[config.mk]
export PLATFORM = sky130hd
export DESIGN_NAME = cmp_timer
export DESIGN_NICKNAME = d
export VERILOG_FILES = /design/src/rtl/cmp_timer_pkg.sv /design/src/rtl/cmp_timer_ctrl.sv /design/src/rtl/cmp_timer_dp.sv /design/src/rtl/cmp_timer.sv
export SDC_FILE = /design/constraint.sdc
export NUM_CORES = 1
export LEC_CHECK = 0
export BUFFER_PORTS_ARGS = -buffer_cell sky130_fd_sc_hd__buf_2
export CORE_ASPECT_RATIO = 1.5
export CORE_MARGIN = 10
export CORE_UTILIZATION = 50
export DETAILED_ROUTE_END_ITERATION = 6
export GPL_TIMING_DRIVEN = 0
export PLACE_DENSITY = 0.71
export SLEW_MARGIN = 20
export SYNTH_ARGS = -nofsm -noshare
export SYNTH_HDL_FRONTEND = slang
export SYNTH_SLANG_ARGS = --single-unit
[constraint.sdc]
create_clock -name clk -period 3.5 [get_ports clk]
set_input_delay 0.7 -clock clk [delete_from_list [all_inputs] [get_ports clk]]
set_output_delay 0.7 -clock clk [all_outputs]
set_load 0.01 [all_outputs]
[src/rtl/cmp_timer_pkg.sv]
package cmp_timer_pkg;
  localparam int OFS_CNT_LO = 'h00;
  localparam int OFS_CNT_HI = 'h04;
  localparam int OFS_CTRL   = 'h08;
  localparam int OFS_STAT   = 'h0C;
  localparam int OFS_CMP_LO = 'h10;
  localparam int OFS_CMP_HI = 'h14;
  localparam int OFS_STEP   = 'h18;

  typedef enum logic [2:0] {
    RS_NONE, RS_CNT_LO, RS_CNT_HI, RS_CTRL, RS_STAT, RS_CMP_LO, RS_CMP_HI, RS_STEP
  } rdSel_e;

  typedef struct packed {
    logic aEn;
    logic iEn;
    logic cEn;
    logic tEn;
  } ctrlBits_t;

  typedef struct packed {
    logic   cntLoWr;
    logic   cntHiWr;
    logic   cmpLoWr;
    logic   cmpHiWr;
    logic   stepWr;
    logic   flagClr;
    rdSel_e rdSel;
  } strobe_t;
endpackage

[src/rtl/cmp_timer_ctrl.sv]
module cmp_timer_ctrl
  import cmp_timer_pkg::*;
#(
  parameter int ADDR_W = 5
) (
  input  logic              clk,
  input  logic              rstN,
  input  logic              busSel,
  input  logic              busWr,
  input  logic [ADDR_W-1:0] busAddr,
  input  logic [3:0]        wrBits,
  output strobe_t           stb,
  output ctrlBits_t         ctrl
);
  logic wrEn;
  logic ctrlWr;

  assign wrEn   = busSel && busWr;
  assign ctrlWr = wrEn && (busAddr == ADDR_W'(OFS_CTRL));

  always_comb begin
    stb         = '0;
    stb.rdSel   = RS_NONE;
    stb.cntLoWr = wrEn && (busAddr == ADDR_W'(OFS_CNT_LO));
    stb.cntHiWr = wrEn && (busAddr == ADDR_W'(OFS_CNT_HI));
    stb.cmpLoWr = wrEn && (busAddr == ADDR_W'(OFS_CMP_LO));
    stb.cmpHiWr = wrEn && (busAddr == ADDR_W'(OFS_CMP_HI));
    stb.stepWr  = wrEn && (busAddr == ADDR_W'(OFS_STEP));
    stb.flagClr = wrEn && (busAddr == ADDR_W'(OFS_STAT)) && wrBits[0];
    if (busSel) begin
      case (busAddr)
        ADDR_W'(OFS_CNT_LO): stb.rdSel = RS_CNT_LO;
        ADDR_W'(OFS_CNT_HI): stb.rdSel = RS_CNT_HI;
        ADDR_W'(OFS_CTRL):   stb.rdSel = RS_CTRL;
        ADDR_W'(OFS_STAT):   stb.rdSel = RS_STAT;
        ADDR_W'(OFS_CMP_LO): stb.rdSel = RS_CMP_LO;
        ADDR_W'(OFS_CMP_HI): stb.rdSel = RS_CMP_HI;
        ADDR_W'(OFS_STEP):   stb.rdSel = RS_STEP;
        default:             stb.rdSel = RS_NONE;
      endcase
    end
  end

  always_ff @(posedge clk) begin
    if (!rstN) begin
      ctrl <= '0;
    end else if (ctrlWr) begin
      ctrl.tEn <= wrBits[0];
      ctrl.cEn <= wrBits[1];
      ctrl.iEn <= wrBits[2];
      ctrl.aEn <= wrBits[3];
    end
  end

  // a write to an unmapped offset leaves the control bits alone
  p_unmapped_r1: assert property (@(posedge clk) disable iff (!rstN)
    (busSel && busWr && (busAddr > ADDR_W'(OFS_STEP))) |=> $stable(ctrl));
endmodule

[src/rtl/cmp_timer_dp.sv]
module cmp_timer_dp
  import cmp_timer_pkg::*;
#(
  parameter int DATA_W = 32
) (
  input  logic              clk,
  input  logic              rstN,
  input  strobe_t           stb,
  input  ctrlBits_t         ctrl,
  input  logic [DATA_W-1:0] wdata,
  output logic [DATA_W-1:0] rdata,
  output logic              irq
);
  localparam int CNT_W = 2 * DATA_W;

  logic [CNT_W-1:0]  cnt;
  logic [CNT_W-1:0]  cmp;
  logic [DATA_W-1:0] step;
  logic              flag;
  logic              spent;
  logic              hit;
  logic              cmpWr;

  assign cmpWr = stb.cmpLoWr || stb.cmpHiWr;
  assign hit   = ctrl.tEn && ctrl.cEn && !spent && (cnt >= cmp);

  always_ff @(posedge clk) begin
    if (!rstN) begin
      cnt <= '0;
    end else if (stb.cntLoWr) begin
      cnt[DATA_W-1:0] <= wdata;
    end else if (stb.cntHiWr) begin
      cnt[CNT_W-1:DATA_W] <= wdata;
    end else if (ctrl.tEn) begin
      cnt <= cnt + CNT_W'(1);
    end
  end

  always_ff @(posedge clk) begin
    if (!rstN) begin
      cmp   <= '0;
      spent <= 1'b0;
    end else if (cmpWr) begin
      if (stb.cmpLoWr) cmp[DATA_W-1:0]     <= wdata;
      if (stb.cmpHiWr) cmp[CNT_W-1:DATA_W] <= wdata;
      spent <= 1'b0;
    end else if (hit) begin
      if (ctrl.aEn) cmp <= cmp + CNT_W'(step);
      spent <= !ctrl.aEn;
    end
  end

  always_ff @(posedge clk) begin
    if (!rstN) begin
      step <= '0;
      flag <= 1'b0;
    end else begin
      if (stb.stepWr) step <= wdata;
      if (hit)              flag <= 1'b1;
      else if (stb.flagClr) flag <= 1'b0;
    end
  end

  always_comb begin
    case (stb.rdSel)
      RS_CNT_LO: rdata = cnt[DATA_W-1:0];
      RS_CNT_HI: rdata = cnt[CNT_W-1:DATA_W];
      RS_CTRL:   rdata = DATA_W'({ctrl.aEn, ctrl.iEn, ctrl.cEn, ctrl.tEn});
      RS_STAT:   rdata = DATA_W'(flag);
      RS_CMP_LO: rdata = cmp[DATA_W-1:0];
      RS_CMP_HI: rdata = cmp[CNT_W-1:DATA_W];
      RS_STEP:   rdata = step;
      default:   rdata = '0;
    endcase
  end

  assign irq = flag && ctrl.iEn;

  p_inc_r3: assert property (@(posedge clk) disable iff (!rstN)
    (ctrl.tEn && !stb.cntLoWr && !stb.cntHiWr) |=> (cnt == $past(cnt) + CNT_W'(1)));

  p_hold_r3: assert property (@(posedge clk) disable iff (!rstN)
    (!ctrl.tEn && !stb.cntLoWr && !stb.cntHiWr) |=> $stable(cnt));

  p_gate_r5: assert property (@(posedge clk) disable iff (!rstN)
    $rose(flag) |-> $past(ctrl.tEn && ctrl.cEn));

  p_clear_r6: assert property (@(posedge clk) disable iff (!rstN)
    (stb.flagClr && !ctrl.cEn) |=> !flag);

  p_step_r8: assert property (@(posedge clk) disable iff (!rstN)
    (hit && ctrl.aEn && !cmpWr) |=> (cmp == $past(cmp) + CNT_W'($past(step))));

  p_quiet_r10: assert property (@(posedge clk) disable iff (!rstN)
    (cmpWr && !ctrl.cEn) |=> !$rose(flag));
endmodule

[src/rtl/cmp_timer.sv]
module cmp_timer
  import cmp_timer_pkg::*;
#(
  parameter int ADDR_W = 5,
  parameter int DATA_W = 32
) (
  input  logic              clk,
  input  logic              rstN,
  input  logic              busSel,
  input  logic              busWr,
  input  logic [ADDR_W-1:0] busAddr,
  input  logic [DATA_W-1:0] busWdata,
  output logic [DATA_W-1:0] busRdata,
  output logic              irqOut
);
  strobe_t   stb;
  ctrlBits_t ctrl;

  cmp_timer_ctrl #(.ADDR_W(ADDR_W)) u_ctrl (
    .clk    (clk),
    .rstN   (rstN),
    .busSel (busSel),
    .busWr  (busWr),
    .busAddr(busAddr),
    .wrBits (busWdata[3:0]),
    .stb    (stb),
    .ctrl   (ctrl)
  );

  cmp_timer_dp #(.DATA_W(DATA_W)) u_dp (
    .clk  (clk),
    .rstN (rstN),
    .stb  (stb),
    .ctrl (ctrl),
    .wdata(busWdata),
    .rdata(busRdata),
    .irq  (irqOut)
  );
endmodule

==> impl_metrics.csv, run 1 <==
group,metric,value,unit
drt,top_layer,"met4",
worst_setup_path,crit_required,2.80,ns
logic_synthesis,synth.distinct_cells,74,
drt,wirelength,66.9,mm
die,dieArea,0.0323,sq mm
worst_setup_path,cp.arrival,2.74,ns
hold_path,hp-start,"u_dp.step[19]",
logic_synthesis,ys.flop_type,"dfxtp_1",
drt,wl_met2,30.0,mm
power,p_comb_frac,0.085,
cts,clock-sinks,166,
global_routing,antenna_found_initial,2,
drt,dr_wl_met3,8.41,mm
die,core,0.0251,sq mm
worst_setup_path,slowest_stage,"clkbuf_2",
power,seqPwrFrac,0.444,
power,peakVddDrop,383,uV
worst_setup_path,cpMostUsedCell,"buf_2",
power,clock_power_share,0.471,
cts,cts-root-to-sink-buffers,2,
die,start_util,0.507,
timing,fmax,0.290,GHz
worst_setup_path,critPathBufInv,3,
cells_and_area,final-instance-count-excl-fill,2181,
drt,drtIter0Drc,2212,
logic_synthesis,synth.area.top_cells,"dfxtp_1, ha_1, nand2_1",
die,pin_count,74,
drt,via_per_inst,7.06,
worst_setup_path,max_stage_delay,0.49,ns
drt,drc,9,
power,p_sw,1240,uW
worst_setup_path,worst-path-max-fanout,10,
logic_synthesis,yosysTopAreaCell,"dfxtp_1",
global_routing,grtUsageTotal,0.402,
drt,wl_met1,22.7,mm
logic_synthesis,seq_area_frac_synth,0.262,
global_routing,grt_pass1_wl,95.9,mm
cells_and_area,nFillCells,2458,
status,outcome,"finished with violations",
power,p_int,3100,uW
logic_synthesis,synth.top_cell.area_share,0.262,
global_routing,grt_pass1_vias,14600,
cells_and_area,regArea,0.00334,sq mm
worst_setup_path,crit_chain,"buf_2 > nor3b_1 > nand2b_1 > nor3_2 > clkbuf_2 > a222oi_1 > nand2_1 > buf_2",
die,die_h,215,microns
worst_setup_path,crit_type,"input port to primary output",
cells_and_area,multi_input_area,0.00888,sq mm
logic_synthesis,syn_inst,1736,
global_routing,grt.overflow.total,0,
cells_and_area,design_area,0.0145,sq mm
job,cap_violations,0,
drt,first_pass_iters,7,
die,row_count,71,
logic_synthesis,syn_nets,1875,
logic_synthesis,ys_ff_latch,166,
drt,vias,15400,
cells_and_area,drive_above_1_share,0.119,
logic_synthesis,synth_commonest_cells,"nand2_1, dfxtp_1, nor2_1",
timing,period_minus_slack,3.44,ns
timing,drv_slew,0,
drt,drtAntennaViolNets,0,
cts,cts_made_buffers,17,
worst_setup_path,reg2reg_from,"u_dp.cmp[20]",
cells_and_area,area_growth,14.1,%
global_routing,grt_max_degree,17,
worst_setup_path,critPathLaunch,"busAddr[1]",
logic_synthesis,synth_most_common_cell,"nand2_1",
cts,h-tree-depth,4,
timing,setup_violations,0,
die,die_w,150,microns
timing,slew_headroom,0.243,
cts,cts_tree,"built",
logic_synthesis,synth-edff-count,0,
cts,cts_hold_buf,0,
placed_design,dpl.hpwl,51.1,mm
timing,rsz0062_at_grt,"no",
placed_design,dpl.cell_count,2136,
timing,tightest_slew,1.14,ns
timing,period_share,0.984,
power,powerDensity,299,mW/mm^2
power,p_leak,0.00533,uW
logic_synthesis,ys_warn_count,0,
hold_path,hold_path_class,"flop to flop",
drt,wl_per_cell,30.7,microns
cts,insertion_delay,0.47,ns
status,violations,"DRC",
timing,skew,0.0127,ns
placed_design,globalplace.congestion,1.05,
cts,clockRootBuffer,"clkbuf_16",
worst_setup_path,end_kind,"primary output",
worst_setup_path,crit_path_start_kind,"input port",
logic_synthesis,syn_area_per_cell,7.32,sq um
logic_synthesis,synth_area,0.0127,sq mm
logic_synthesis,async_flop_share,0,
cells_and_area,layout.nets,1978,
timing,finalHoldViolations,0,
placed_design,dpl-instance-area,0.0135,sq mm
power,power,4340,uW
placed_design,port-buffer-count,72,
worst_setup_path,cpLargestDelayFamily,"simple AND/OR/NAND/NOR gates",
cts,cts.clk_slew.worst_paths,0.07,ns
power,swShare,0.286,
[final cells by class]
type	count	share of cell area
clock inverters	14	0.0113
flip-flops and latches	166	0.230
inverters	78	0.0202
clock buffers	18	0.0303
multi-input cells	1381	0.613
repair buffers	86	0.0321
well taps	328	0.0283
plain buffers	109	0.0349
diodes	1	0.000173
[registers in the layout, indices dropped and copies added (netlist names)]
register and count:
u_dp.step 32, u_dp.flag 1, u_dp.cmp 64, u_ctrl.ctrl 4
u_dp.spent 1, u_dp.cnt 64
[cells in the final DEF (no fill, tap or decap), types with 24 or more instances in the layout]
master,instances
ha_1,97
nand4_1,35
nor2_1,149
a211oi_1,41
dfxtp_1,154
xnor2_1,27
o21ai_0,87
a31oi_1,28
inv_1,77
clkbuf_1,72
nand3_1,61
a21o_1,25
buf_2,77
a222oi_1,29
nand2_1,264
nor3_1,28
a22oi_1,47
xor2_1,24
a21oi_1,146
[cell families after synthesis]
logic type,Yosys count,synth area share
simple gates,656,0.241
compound gates,562,0.298
buf+inv,189,0.0568
flops,166,0.262
fa+ha+maj,98,0.0971
xor+xnor,51,0.0352
mux,14,0.0110
[layer usage]
layer / up-vias / GRT usage
li1: 6678 / -
met2: 1209 / 0.623
met1: 7203 / 0.461
met4: 0 / 0.303
met3: 314 / 0.107
met5: - / 0
[power by group through the flow]
stage / Clock [uW] / Sequential (uW) / Combinational, uW
after global placement: 0 / 1970 / 316
after global routing: 2110 / 1920 / 373
after detailed placement: 0 / 1970 / 316
after floorplan: 0 / 1960 / 147
final: 2040 / 1920 / 369
after CTS: 2030 / 1920 / 337
[metrics by stage]
step,hold WS [ns],setup TNS (ns),worst slack [ns],util
after CTS,0.484,-0.976,-0.167,0.571
after global routing,0.513,0,0.000928,0.579
after floorplan,0.453,0,0.488,-
final,0.491,0,0.0553,0.579
after global placement,0.468,-76.84,-1.20,0.538
after detailed placement,0.472,-71.97,-1.12,0.539
[worst register-to-register path: stages (launching register included)]
cell and delay, ns:
dfxtp_1 0.40, ha_1 0.26, clkbuf_1 0.21, a21oi_1 0.30
o21ai_1 0.14, a211oi_1 0.47, o211ai_1 0.14, buf_4 0.19
o221ai_4 0.29, nor3_4 0.11, buf_4 0.18, a311o_1 0.36
a21boi_0 0.13, o32ai_1 0.15
[final timing paths]
path                   end  slack [ns]  cells past startpoint
max            busRdata[7]        0.06                      8
min reg2reg  u_dp.step[19]        0.49                      2
min          u_dp.step[19]        0.49                      2
max reg2reg   u_dp.cmp[61]        0.09                     13
[what timing repair did]
item                       in CTS  in global routing
pin swaps                       4                 12
resized for setup              58                 57
buffers inserted                6                  8
setup endpoints to repair      95                 97
No activity file was read; power rests on OpenSTA's default activity.
==> inputs of run 2 (changes only) <==
SYNTH_HIERARCHICAL = 1   (was not set)
==> run 2 against run 1 <==
  * The run ends with setup timing left
  * Non-clock buffer count is 7 higher
  * Clock skew increased by 0.0010 ns
  * Via count is 0.75% lower
  * Maximum frequency down 1.9%
  * Synthesized cell count increased by 4.0%
  * Core utilization up 0.12 points
  * Die area is 3.9% higher
  * Synthesized area grew 4.4%
  * Count of clock-buffer cells in the layout down 1
  * Register-to-register slack worse by 0.10 ns
  * Critical path type is now flop to flop
  * Highest routed layer unchanged
==> impl_metrics.csv, run 2 <==
group,metric,value,unit
worst_setup_path,r2r.worst_path.cells,12,
die,pin_count,74,
drt,drtIter0Drc,1804,
cts,cts-root-to-sink-buffers,2,
global_routing,grtUsageTotal,0.370,
logic_synthesis,async_flop_share,0,
cts,cts_tree,"built",
cells_and_area,multi_input_area,0.00945,sq mm
logic_synthesis,synth_fa_ha_area_frac,0.0930,
drt,drc,0,
logic_synthesis,synth_compound_area_frac,0.276,
logic_synthesis,syn_nets,1944,
cts,insertion_delay,0.47,ns
logic_synthesis,synth.top_cell.area_share,0.251,
cts,clock-sinks,166,
global_routing,grt_max_degree,18,
worst_setup_path,reg2reg_from,"u_dp/cmp[37]",
logic_synthesis,yosysTopAreaCell,"dfxtp_1",
cells_and_area,regArea,0.00335,sq mm
timing,fmax,0.285,GHz
die,row_count,73,
timing,tightest_slew,1.12,ns
timing,slew_headroom,0.255,
die,die_w,153,microns
placed_design,dpl.hpwl,51.1,mm
global_routing,antenna_found_initial,0,
logic_synthesis,ys_warn_count,6,
cts,cts_made_buffers,17,
power,powerDensity,286,mW/mm^2
cts,h-tree-depth,4,
logic_synthesis,seq_area_frac_synth,0.251,
timing,hold_ws,0.479,ns
die,core,0.0263,sq mm
placed_design,port-buffer-count,73,
drt,drtAntennaViolNets,0,
global_routing,grt.overflow.total,0,
logic_synthesis,synth_mux_area_frac,0.0458,
drt,first_pass_iters,6,
timing,finalHoldViolations,0,
job,cap_violations,0,
power,peakVddDrop,386,uV
worst_setup_path,slowest_stage,"dfxtp_1",
global_routing,grt_pass1_vias,14900,
cells_and_area,area_growth,15.0,%
timing,rsz0062_at_grt,"yes",
cts,clockRootBuffer,"clkbuf_16",
logic_synthesis,ys.flop_type,"dfxtp_1",
worst_setup_path,critPathLaunch,"u_dp/cmp[37]",
logic_synthesis,synth.distinct_cells,86,
logic_synthesis,synthXorXnorAreaFrac,0.0343,
drt,vias,15300,
worst_setup_path,worst-path-max-fanout,10,
worst_setup_path,crit_path_end,"u_dp/cmp[49]",
cts,cts.clk_slew.worst_paths,0.08,ns
worst_setup_path,max_stage_delay,0.41,ns
status,outcome,"finished with violations",
die,die_h,219,microns
worst_setup_path,crit_chain,"inv_1 > ha_1 > nand4_1 > nor2_1 > a22oi_2 > o211ai_1 > a211oi_2 > o21ai_4 > a21oi_4 > buf_6 > nor2_1 > a32o_1",
timing,period_minus_slack,3.51,ns
worst_setup_path,crit_path_start_kind,"flop",
logic_synthesis,syn_area_per_cell,7.35,sq um
cells_and_area,drive_above_1_share,0.141,
cells_and_area,top_regs,"u_dp/cmp: 64 flops, u_dp/cnt: 64 flops, u_dp/step: 32 flops",
worst_setup_path,crit_required,3.86,ns
worst_setup_path,reg2reg_to,"u_dp/cmp[49]",
cells_and_area,nFillCells,2544,
cells_and_area,mostFrequentLayoutCells,"nor2_1, nand2_1, a21oi_1",
drt,via_per_inst,6.77,
cells_and_area,final_common_cell,"nor2_1",
timing,fin_ws,-0.0108,ns
logic_synthesis,syn_inst,1805,
cells_and_area,design_area,0.0153,sq mm
global_routing,grt_pass1_wl,93.6,mm
die,start_util,0.504,
worst_setup_path,r2r_slack,-0.01,ns
power,p_leak,0.00548,uW
logic_synthesis,synth_most_common_cell,"nor2_1",
drt,wl_per_cell,28.6,microns
placed_design,dpl-instance-area,0.0141,sq mm
die,dieArea,0.0336,sq mm
worst_setup_path,cpMostUsedCell,"nor2_1",
worst_setup_path,end_kind,"flop",
status,violations,"setup timing",
worst_setup_path,crit_type,"flop to flop",
timing,drv_slew,0,
cts,cts_hold_buf,0,
drt,wirelength,64.6,mm
logic_synthesis,synth.area.top_cells,"dfxtp_1, ha_1, a21oi_1",
placed_design,globalplace.congestion,1.04,
logic_synthesis,synth-edff-count,0,
logic_synthesis,synth_top_family_by_area,"compound AO/OA/AOI/OAI gates",
timing,skew,0.0137,ns
timing,setup_violations,2,
logic_synthesis,ys_ff_latch,166,
hold_path,hold_path_class,"flop to flop",
worst_setup_path,cp.arrival,3.87,ns
cells_and_area,layout.nets,2046,
logic_synthesis,synth_area,0.0133,sq mm
timing,period_share,1.00,
cells_and_area,diodes,0,
logic_synthesis,synth_commonest_cells,"nor2_1, nand2_1, a21oi_1",
logic_synthesis,synthSimpleGateAreaFrac,0.241,
[run 2: cell count changes in the layout (fill, tap and decap cells not counted), moves of 13 or more]
| cell | delta |
|---|---|
| nand2_1 | -62 |
| nor2_1 | +58 |
| mux2i_1 | +40 |
| a222oi_1 | -29 |
| o21ai_0 | +26 |
| a221oi_1 | +24 |
| nand4_1 | +24 |
| a211oi_1 | -23 |
| nand3_1 | -21 |
| a22oi_1 | -17 |
| and2_1 | +15 |
| o31ai_1 | -14 |
| a21oi_1 | +13 |
| clkbuf_1 | -13 |
[run 2: final cells by class]
class | count | share of cell area
timing repair buffer | 88 | 0.0313
clock buffer | 17 | 0.0279
buffer | 114 | 0.0426
tap | 337 | 0.0276
multi-input combinational | 1441 | 0.619
inverter | 79 | 0.0197
clock inverter | 15 | 0.0117
sequential | 166 | 0.220
[run 2: cell families after synthesis]
group,Yosys count
muxes,59
and+or+nand+nor,676
AOI/OAI and AO/OA,556
DFF,166
adders and majority gates,98
xor gates and xnor gates,52
buffers and inverters,198
[run 2: repair_timing]
| action | in CTS | in global routing |
|---|---|---|
| pin swaps | 16 | 18 |
| gates resized for setup | 106 | 59 |
| buffers inserted | 8 | 7 |
| setup endpoints to repair | 96 | 113 |
[run 2: per-stage QoR]
step	total power [uW]	util	std cells	worst slack [ns]	TNS, ns
after floorplan	2110	-	1805	0.0894	0
after global placement	2290	0.534	2215	-1.49	-102.51
after detailed placement	2290	0.535	2215	-1.16	-83.48
after CTS	4330	0.573	2251	0.00196	0
after global routing	4430	0.580	2257	-0.0365	-0.0933
final	4360	0.580	2257	-0.0108	-0.0175
[run 2: layer usage]
layer / GRT usage / up-vias / part of all wire
li1: - / 6838 / -
met1: 0.418 / 7226 / 0.37
met2: 0.626 / 951 / 0.47
met3: 0.0572 / 273 / 0.080
met4: 0.270 / 0 / 0.077
met5: 0 / - / 0
[run 2: critical path: cells and delay by family (launching register included)]
| kind | cells | cell delay, ns |
|---|---|---|
| adders and majority gates | 1 | 0.31 |
| buffers and inverters | 2 | 0.35 |
| DFF | 1 | 0.41 |
| and+or+nand+nor | 3 | 0.54 |
| AOI/OAI and AO/OA | 6 | 1.76 |
[run 2: how the worst min path moves through the flow]
stage / startpoint / end / slack, ns / cells after the start
2_1_floorplan: u_dp/spent / u_dp/spent / 0.44 / 2
3_3_place_gp: u_dp/spent / u_dp/spent / 0.45 / 2
3_5_place_dp: u_dp/spent / u_dp/spent / 0.46 / 2
4_1_cts: u_dp/spent / u_dp/spent / 0.48 / 2
5_1_grt: u_ctrl/ctrl[2] / u_ctrl/ctrl[2] / 0.50 / 2
6_report: u_ctrl/ctrl[2] / u_ctrl/ctrl[2] / 0.48 / 2
[run 2: where the power goes]
| part | total, uW | internal (uW) | switching (uW) |
|---|---|---|---|
| registers | 1900 | 1890 | 12.3 |
| logic | 401 | 116 | 286 |
| clock network | 2050 | 1090 | 966 |
